[src/rtl/pbu_pkg.sv]
package pbu_pkg;
    localparam int PIX_W   = 16;
    localparam int CFG_W   = 32;
    localparam int ALPHA_W = 8;
    localparam int CH_W    = 6;
    localparam int N_CH    = 3;
    localparam int NUM_W   = 2 * CH_W;

    typedef enum logic {
        FMT_RGB565   = 1'b0,
        FMT_ARGB1555 = 1'b1
    } pix_fmt_e;

    typedef enum logic {
        OS_IDLE = 1'b0,
        OS_HOLD = 1'b1
    } os_state_e;

    typedef logic [CH_W-1:0] chan_t;
endpackage

[src/rtl/pbu_cfg_regs.sv]
module pbu_cfg_regs
    import pbu_pkg::*;
#(
    parameter int DATA_W  = CFG_W,
    parameter int AL_W    = ALPHA_W,
    parameter int OFS_W   = 16
) (
    input  logic              clk,
    input  logic              wr_en,
    input  logic              wr_sel,
    input  logic [DATA_W-1:0] wr_data,
    input  logic              rd_sel,
    output logic [DATA_W-1:0] rd_data,
    output logic [AL_W-1:0]   alpha_q,
    output logic [OFS_W-1:0]  ofs_q
);
    // No reset on purpose: the contents survive a reset of the pixel path.
    always_ff @(posedge clk) begin
        if (wr_en && !wr_sel) begin
            alpha_q <= wr_data[AL_W-1:0];
        end
        if (wr_en && wr_sel) begin
            ofs_q <= wr_data[OFS_W-1:0];
        end
    end

    always_comb begin
        if (rd_sel) begin
            rd_data = {{(DATA_W-OFS_W){1'b0}}, ofs_q};
        end else begin
            rd_data = {{(DATA_W-AL_W){1'b0}}, alpha_q};
        end
    end
endmodule

[src/rtl/pbu_chan.sv]
module pbu_chan
    import pbu_pkg::*;
#(
    parameter int W    = CH_W,
    parameter int AW   = ALPHA_W,
    parameter int NW   = NUM_W
) (
    input  logic [W-1:0]        src,
    input  logic [W-1:0]        dst,
    input  logic signed [W-1:0] ofs,
    input  logic                wide,
    input  logic                ofs_en,
    input  logic                blend_en,
    input  logic [AW-1:0]       alpha,
    output logic [W-1:0]        res
);
    localparam int SUM_W = W + 2;
    localparam int MAX_WIDE   = (1 << W) - 1;
    localparam int MAX_NARROW = (1 << (W - 1)) - 1;

    logic [W-1:0]           maxv;
    logic [W-1:0]           a_tr;
    logic signed [SUM_W-1:0] sum;
    logic [W-1:0]           off_res;
    logic [NW-1:0]          num;
    logic [NW-1:0]          q_wide;
    logic [NW-1:0]          q_narrow;

    always_comb begin
        maxv = wide ? W'(MAX_WIDE) : W'(MAX_NARROW);
        a_tr = wide ? alpha[AW-1 -: W] : {1'b0, alpha[AW-1 -: (W-1)]};
    end

    // Signed saturating offset stage.
    always_comb begin
        sum = $signed({2'b00, src}) + SUM_W'(ofs);
        if (!ofs_en) begin
            off_res = src;
        end else if (sum < 0) begin
            off_res = '0;
        end else if (sum > $signed({2'b00, maxv})) begin
            off_res = maxv;
        end else begin
            off_res = sum[W-1:0];
        end
    end

    // Blend stage with constant divisors selected by channel width.
    always_comb begin
        num      = NW'(off_res) * NW'(a_tr) + NW'(dst) * NW'(maxv - a_tr);
        q_wide   = num / NW'(MAX_WIDE);
        q_narrow = num / NW'(MAX_NARROW);
        if (!blend_en) begin
            res = off_res;
        end else if (wide) begin
            res = q_wide[W-1:0];
        end else begin
            res = q_narrow[W-1:0];
        end
    end
endmodule

[src/rtl/pbu_out_stage.sv]
module pbu_out_stage
    import pbu_pkg::*;
#(
    parameter int DW = PIX_W
) (
    input  logic          clk,
    input  logic          rst_n,
    input  logic          in_valid,
    output logic          in_ready,
    input  logic [DW-1:0] in_data,
    output logic          out_valid,
    input  logic          out_ready,
    output logic [DW-1:0] out_data
);
    os_state_e state_q, state_d;
    logic      accept;

    always_ff @(posedge clk) begin
        if (!rst_n) begin
            state_q <= OS_IDLE;
        end else begin
            state_q <= state_d;
        end
    end

    always_comb begin
        in_ready  = 1'b0;
        out_valid = 1'b0;
        state_d   = state_q;
        unique case (state_q)
            OS_IDLE: begin
                in_ready = 1'b1;
                if (in_valid) begin
                    state_d = OS_HOLD;
                end
            end
            OS_HOLD: begin
                out_valid = 1'b1;
                in_ready  = out_ready;
                if (out_ready && !in_valid) begin
                    state_d = OS_IDLE;
                end
            end
        endcase
    end

    assign accept = in_valid && in_ready;

    always_ff @(posedge clk) begin
        if (accept) begin
            out_data <= in_data;
        end
    end
endmodule

[src/rtl/pix_blend_unit.sv]
module pix_blend_unit
    import pbu_pkg::*;
(
    input  logic        clk,
    input  logic        rst_n,
    input  logic        cfg_wr_en,
    input  logic        cfg_sel,
    input  logic [31:0] cfg_wdata,
    input  logic        cfg_rd_sel,
    output logic [31:0] cfg_rdata,
    input  logic        in_valid,
    output logic        in_ready,
    input  logic [15:0] in_src,
    input  logic [15:0] in_dst,
    input  logic        in_fmt,
    input  logic        in_blend_en,
    input  logic        in_ofs_en,
    output logic        out_valid,
    input  logic        out_ready,
    output logic [15:0] out_pix
);
    localparam int CH_R = 0;
    localparam int CH_G = 1;
    localparam int CH_B = 2;

    logic [ALPHA_W-1:0] alpha_q;
    logic [15:0]        ofs_q;
    pix_fmt_e           fmt;

    chan_t              ch_src [N_CH];
    chan_t              ch_dst [N_CH];
    chan_t              ch_res [N_CH];
    logic signed [CH_W-1:0] ch_ofs [N_CH];
    logic               ch_wide [N_CH];
    logic [PIX_W-1:0]   pix_d;

    assign fmt = pix_fmt_e'(in_fmt);

    pbu_cfg_regs #(
        .DATA_W (CFG_W),
        .AL_W   (ALPHA_W),
        .OFS_W  (16)
    ) u_regs (
        .clk     (clk),
        .wr_en   (cfg_wr_en),
        .wr_sel  (cfg_sel),
        .wr_data (cfg_wdata),
        .rd_sel  (cfg_rd_sel),
        .rd_data (cfg_rdata),
        .alpha_q (alpha_q),
        .ofs_q   (ofs_q)
    );

    // Unpack both pixels into 6-bit channel lanes.
    always_comb begin
        if (fmt == FMT_ARGB1555) begin
            ch_src[CH_R] = {1'b0, in_src[14:10]};
            ch_src[CH_G] = {1'b0, in_src[9:5]};
            ch_dst[CH_R] = {1'b0, in_dst[14:10]};
            ch_dst[CH_G] = {1'b0, in_dst[9:5]};
        end else begin
            ch_src[CH_R] = {1'b0, in_src[15:11]};
            ch_src[CH_G] = in_src[10:5];
            ch_dst[CH_R] = {1'b0, in_dst[15:11]};
            ch_dst[CH_G] = in_dst[10:5];
        end
        ch_src[CH_B] = {1'b0, in_src[4:0]};
        ch_dst[CH_B] = {1'b0, in_dst[4:0]};
        ch_ofs[CH_R] = $signed({ofs_q[15], ofs_q[15:11]});
        ch_ofs[CH_G] = $signed(ofs_q[10:5]);
        ch_ofs[CH_B] = $signed({ofs_q[4], ofs_q[4:0]});
        ch_wide[CH_R] = 1'b0;
        ch_wide[CH_G] = (fmt == FMT_RGB565);
        ch_wide[CH_B] = 1'b0;
    end

    for (genvar c = 0; c < N_CH; c++) begin : g_chan
        pbu_chan #(
            .W  (CH_W),
            .AW (ALPHA_W),
            .NW (NUM_W)
        ) u_chan (
            .src      (ch_src[c]),
            .dst      (ch_dst[c]),
            .ofs      (ch_ofs[c]),
            .wide     (ch_wide[c]),
            .ofs_en   (in_ofs_en),
            .blend_en (in_blend_en),
            .alpha    (alpha_q),
            .res      (ch_res[c])
        );
    end

    // Repack into the selected layout.
    always_comb begin
        if (fmt == FMT_ARGB1555) begin
            pix_d = {in_dst[15], ch_res[CH_R][4:0], ch_res[CH_G][4:0], ch_res[CH_B][4:0]};
        end else begin
            pix_d = {ch_res[CH_R][4:0], ch_res[CH_G], ch_res[CH_B][4:0]};
        end
    end

    pbu_out_stage #(
        .DW (PIX_W)
    ) u_out (
        .clk       (clk),
        .rst_n     (rst_n),
        .in_valid  (in_valid),
        .in_ready  (in_ready),
        .in_data   (pix_d),
        .out_valid (out_valid),
        .out_ready (out_ready),
        .out_data  (out_pix)
    );
endmodule

[config.mk]
export PLATFORM = sky130hd
export DESIGN_NAME = pix_blend_unit
export DESIGN_NICKNAME = d
export VERILOG_FILES = /design/src/rtl/pbu_pkg.sv /design/src/rtl/pbu_cfg_regs.sv /design/src/rtl/pbu_chan.sv /design/src/rtl/pbu_out_stage.sv /design/src/rtl/pix_blend_unit.sv
export SDC_FILE = /design/constraint.sdc
export NUM_CORES = 1
export LEC_CHECK = 0
export ABC_AREA = 1
export BUFFER_PORTS_ARGS = -buffer_cell sky130_fd_sc_hd__buf_2
export CELL_PAD_IN_SITES_DETAIL_PLACEMENT = 0
export CELL_PAD_IN_SITES_GLOBAL_PLACEMENT = 1
export CORE_ASPECT_RATIO = 0.5
export CORE_MARGIN = 10
export CORE_UTILIZATION = 45
export DETAILED_ROUTE_END_ITERATION = 10
export GPL_ROUTABILITY_DRIVEN = 0
export MAX_ROUTING_LAYER = met4
export PLACE_DENSITY_LB_ADDON = 0.3
export SYNTH_ARGS = -nofsm -noshare
export SYNTH_HDL_FRONTEND = slang
export SYNTH_SLANG_ARGS = --single-unit
[constraint.sdc]
create_clock -name clk -period 15.9 [get_ports clk]
set_input_delay 0.795 -clock clk [delete_from_list [all_inputs] [get_ports clk]]
set_output_delay 0.795 -clock clk [all_outputs]
set_load 0.05 [all_outputs]
Word-level counts from Yosys, hierarchy flattened
Cells that the tools add are included.
Storage, ports and cells
  register bits after elaboration: 41
  input bits: 74
  output and inout port bits: 50
  word-level logic and storage cells: 59
Operators by class
  add/subtract/negate cells: 8
  multiply operators: 6
  divide/modulo/power cells: 4
  $lt $le $gt $ge: 6
  muxes and demuxes: 24
  bitwise gates (word level): 1
  reduce and logical (&&, ||, !) cells: 6
Operator list (number)
  two-way mux 6 bit: 13
  adder 12 bit: 3
  divider 12 x 5 -> 12 bit, second input constant: 3
  two-way mux 16 bit: 2
  multiplier 5 x 12 -> 12 bit: 2
  multiplier 6 x 5 -> 11 bit: 2
  two-way mux 11 bit: 2
  adder 6 x 5 -> 7 bit: 2
  greater-than comparator 7 x 6 -> 1 bit, second input constant: 2
  < comparator 7 x 1 -> 1 bit, second input constant: 2
  divider 12 x 6 -> 12 bit, second input constant: 1
  multiplier 6 x 12 -> 12 bit: 1
  multiplier 6 x 6 -> 12 bit: 1
  two-way mux 5 bit: 2
  adder 7 x 6 -> 8 bit: 1
  greater-than comparator 8 x 7 -> 1 bit: 1
  < comparator 8 x 1 -> 1 bit, second input constant: 1
  subtractor 6 x 6 -> 7 bit: 1
  subtractor 5 x 5 -> 6 bit, first input constant: 1
  logical AND 1 bit: 4
  case mux 1 bit (2 select lines): 2
  two-way mux 1 bit: 3
  zero test 1 bit: 2
  inverter 1 bit: 1

Logic depth before layout (Yosys ltp)
  depth after elaboration: 12
  depth in mapped cells: 95
  mapped depth without buffers: 94

Hierarchy
Synthesis repeated with hierarchy kept, for this count alone.
Unflattened totals
  cell total of the unflattened synthesis: 2539
  area total of the unflattened synthesis: 17073.9 um^2
By module, submodules not included
  pbu_chan at g_chan[1].u_chan: times used 1, cells an instance 811, area an instance 5171.2 um^2, seq. area each 0.0 um^2
  pbu_chan at g_chan[2].u_chan: times used 1, cells an instance 781, area an instance 5048.6 um^2, seq. area each 0.0 um^2
  pbu_chan at g_chan[0].u_chan: times used 1, cells an instance 779, area an instance 5019.8 um^2, seq. area each 0.0 um^2
  pbu_cfg_regs: times used 1, cells an instance 88, area an instance 1044.8 um^2, seq. area each 720.7 um^2
  pbu_out_stage: times used 1, cells an instance 23, area an instance 531.8 um^2, seq. area each 500.5 um^2
  pix_blend_unit: times used 1, cells an instance 57, area an instance 257.7 um^2, seq. area each 0.0 um^2

Worst setup path after synthesis
OpenSTA, ideal clock, no wires.
  path type: input to register
  from: in in_fmt
  to: reg u_out.out_data[5], data pin
  library setup time: 257 ps
  data arrival time: 13676 ps
  data required time: 15643 ps
  slack: 1967 ps
  stages: 95
  buffers on the path: 3
  cells stage by stage: clkbuf_1 > clkbuf_1 > nor2_1 > inv_1 > ha_1 > xor2_1 > ha_1 > nand3_1 > nor2_1 > nand3_1 > nand2_1 > o21ai_0 > nand2_1 > inv_1 > nand2_1 > o211ai_1 > o21ai_0 > nand2_1 > [59 not listed] > nand2_1 > nor2_1 > nand2_2 > nand2_2 > nor2_4 > nand2_4 > nand3b_2 > nor2_2 > xor2_1 > inv_1 > ha_1 > or2_2 > a21oi_1 > nand2_1 > nor2_1 > nand3_1 > nor2_1 > a21oi_1
RTL lines
  start, declared: line pix_blend_unit.sv:15  | input logic in_fmt,
  end signal, assigned: line pbu_out_stage.sv:51  | out_data <= in_data;
  end, declared: line pbu_out_stage.sv:13  | output logic [DW-1:0] out_data

==> implementation parameters <==
Parameter                              Value

Outcome
  Outcome    completed

STA
  Final Setup Violations    0
  Minimum clock period    14440 ps
  Normalized max-slew margin    0.1921
  Sum Neg Setup Slack    0 ps
  Setup repair after global routing missed its margin    false
  Hold WS    584.1 ps
  Actual slew at the worst max-slew pin    1212 ps
  Count of pins over their slew limit    0
  Final cycle utilization of the critical path    0.9082
  Hold Vio Cnt, Final    0
  Clock tree skew after final layout    10.27 ps
  Peak Freq    69.25 MHz

Synthesis
  Most frequent cells after synthesis    465 x sky130_fd_sc_hd__nand2_1, 384 x sky130_fd_sc_hd__inv_1, 200 x sky130_fd_sc_hd__nor2_1
  Portion of the post-synthesis area used by sequential elements    0.09646
  Total standard cell area after synthesis    12660 um^2
  Number of storage elements in the synthesis netlist    41
  YS warnings    0
  Number of synthesized flops with an enable pin    40
  Flip-flop cell with the highest count after synthesis    sky130_fd_sc_hd__edfxtp_1
  Ranking of synthesized cells by area    sky130_fd_sc_hd__fa_1 19%, sky130_fd_sc_hd__nand2_1 14%, sky130_fd_sc_hd__ha_1 13%
  Top cell type's share of synthesized area    0.1898
  Cell accounting for the most synthesized area    sky130_fd_sc_hd__fa_1
  Most frequent cell after synthesis    sky130_fd_sc_hd__nand2_1
  Share of synthesized registers carrying an async set or reset    0
  Distinct cell type count of the synthesized netlist    52
  Gate count after technology mapping    1888
  Syn_area_per_cell    6.705 um^2

Min path
  Worst min-delay path category    reg -> reg

Setup path
  Cell with the most instances on the worst path    sky130_fd_sc_hd__inv_1
  Kind of critical path    in -> reg
  Critical-path top delay cell    sky130_fd_sc_hd__fa_1
  Data arrival, critical path    14500 ps
  Kind of launch point of the worst setup path    primary input
  Worst setup EP type    flop
  Maximum cell stage delay along the critical path    590 ps
  Required time worst endpoint    15960 ps
  Crit-path max FO    10

Clock network
  Clock slew seen by the registers of the worst setup and hold paths    roughly 80 ps
  Clock insertion delay at the later pin of the skew report    310 ps
  Clock tree from TritonCTS    yes
  Number of buffers added to fix hold violations after cts    0
  Clock sink total    41
  Number of buffers on the longest clock path    2
  Root buffer selected by CTS    sky130_fd_sc_hd__clkbuf_16
  H-tree depth    2
  TritonCTS buffer count    5

Floorplan
  DIE AREA    35650 um^2
  Area of the core    27710 um^2
  Vertical extent of the die    138.6 um
  I/O pin cnt    124
  Initial Util    0.4569
  FP Rows    43
  Die extent in x    257.2 um

Layout
  Layout net count    2326
  Register Area    1221 um^2
  Number of fillers in the final layout    2899
  Total non-filler cell area in the finished layout    13830 um^2
  Layout cells sized above 1    0.1096
  Footprint of the multi-input gates    9932 um^2
  Area Overhead vs Synth    9.212%

Global route
  Global-route wire length before repair    52.76 mm
  Number of antenna violations at the first check in global routing    2
  Final global-route overflow total    0
  Via count of the first global-routing pass    10950
  Total GRT Usage    0.1813
  Pin count of the biggest net entering global routing    43

Placement
  Number of I/O port buffers    91
  Placed wire-length estimate    27.03 mm
  Placed cell area    13590 um^2

Detailed routing
  Vias per std cell    4.798
  Detailed-route wire length    31.57 mm
  Avg WL per Cell    13.25 um
  Starting DRT DRC Count    526
  Number of detailed-route iterations in the first pass    6
  Remaining number of nets flagged by the antenna check after routing    0
  Total via count after detailed routing    between 10000 and 15000
  DRC violation count after routing    0

Job
  MaxCap Viol Count    0
[final timing paths]
| kind | start | endpoint | slack (ps) | cells past startpoint |
|---|---|---|---|---|
| setup / recovery | in_src[7] | u_out.out_data[5]$_DFFE_PP_ | 1460 | 90 |
| hold / removal | u_out.state_q$_SDFF_PN0_ | u_out.state_q$_SDFF_PN0_ | 580 | 2 |
| setup reg to reg | u_regs.ofs_q[7]$_DFFE_PP_ | u_out.out_data[5]$_DFFE_PP_ | 1640 | 89 |
| hold reg to reg | u_out.state_q$_SDFF_PN0_ | u_out.state_q$_SDFF_PN0_ | 580 | 2 |
[layout by cell type, fill, tap and decap left out, drive strengths merged, types with 2 or more instances in the layout]
| cell | count |
|---|---|
| ha | 135 |
| inv | 394 |
| o21bai | 10 |
| diode | 2 |
| fa | 120 |
| o211ai | 9 |
| conb | 38 |
| edfxtp | 40 |
| xor2 | 36 |
| nand3 | 139 |
| or2 | 11 |
| clkbuf | 5 |
| a21o | 2 |
| nand2 | 499 |
| a22oi | 4 |
| and2 | 6 |
| a31oi | 6 |
| buf | 105 |
| nor3 | 10 |
| nor2 | 219 |
| xnor2 | 17 |
| nand4 | 21 |
| clkinv | 2 |
| a21oi | 66 |
| o311ai | 2 |
| mux2 | 3 |
| o21ai | 81 |
| a21boi | 5 |
| mux2i | 3 |
| nand3b | 5 |
[metrics by stage]
step	cells	util	worst slack (ps)
2_1_floorplan	1924	-	1967
3_3_place_gp	2367	0.4903	718.1
3_5_place_dp	2367	0.4903	628.9
4_1_cts	2375	0.4957	928.4
5_1_grt	2382	0.4990	42.57
6_report	2382	0.4990	1459
[timing repair]
item | 4_1_cts | 5_1_grt
endpoints found under the setup margin | 0 | 1
gates resized for setup | 0 | 11
setup buffers | 0 | 5
[per-layer routing]
layer / wire [um] / share of wire / GRT usage
met5: 0 / 0 / -
met4: 428 / 0.014 / 0.03469
met1: 14920 / 0.47 / 0.2309
met2: 15350 / 0.49 / 0.3105
met3: 879 / 0.028 / 0.01653
[cell families (layout without fill, tap and decap cells)]
logic type               after synthesis  in the layout  share of synthesized area
multiplexers                           6              6                   0.005040
XOR/XNOR                              53             53                    0.03667
AND/OR/NAND/NOR                      911            911                     0.3207
flip-flops                            41             41                    0.09646
buffers and inverters                433            507                     0.1337
AO/OA/AOI/OAI                        187            187                    0.08361
adder cells (fa/ha/maj)              255            255                     0.3232
other                                  2             40                  0.0005932
[sequential cells by signal, summed over array words and instances (netlist names)]
register	flops
u_out.out_data	16
u_out.state_q	1
u_regs.alpha_q	8
u_regs.ofs_q	16
[layout make-up]
class / count / area share
Antenna cell: 2 / 0.0003620
Clock buffer: 5 / 0.009050
Clock inverter: 3 / 0.001810
Inverter: 394 / 0.1070
Multi-Input combinational cell: 1450 / 0.7184
Sequential cell: 41 / 0.08833
Tap cell: 382 / 0.03457
Timing Repair Buffer: 105 / 0.04054
[worst max-delay path, delay by kind of cell]
family	cells	cell delay, ps
compound gates	8	1320
simple gates	45	4930
xor+xnor	6	990
fa+ha+maj	14	5230
buf+inv	17	1220
Power is left out: the tool's default activity adds up to more than one toggle a clock period on the data nets, which glitch-free logic cannot reach.
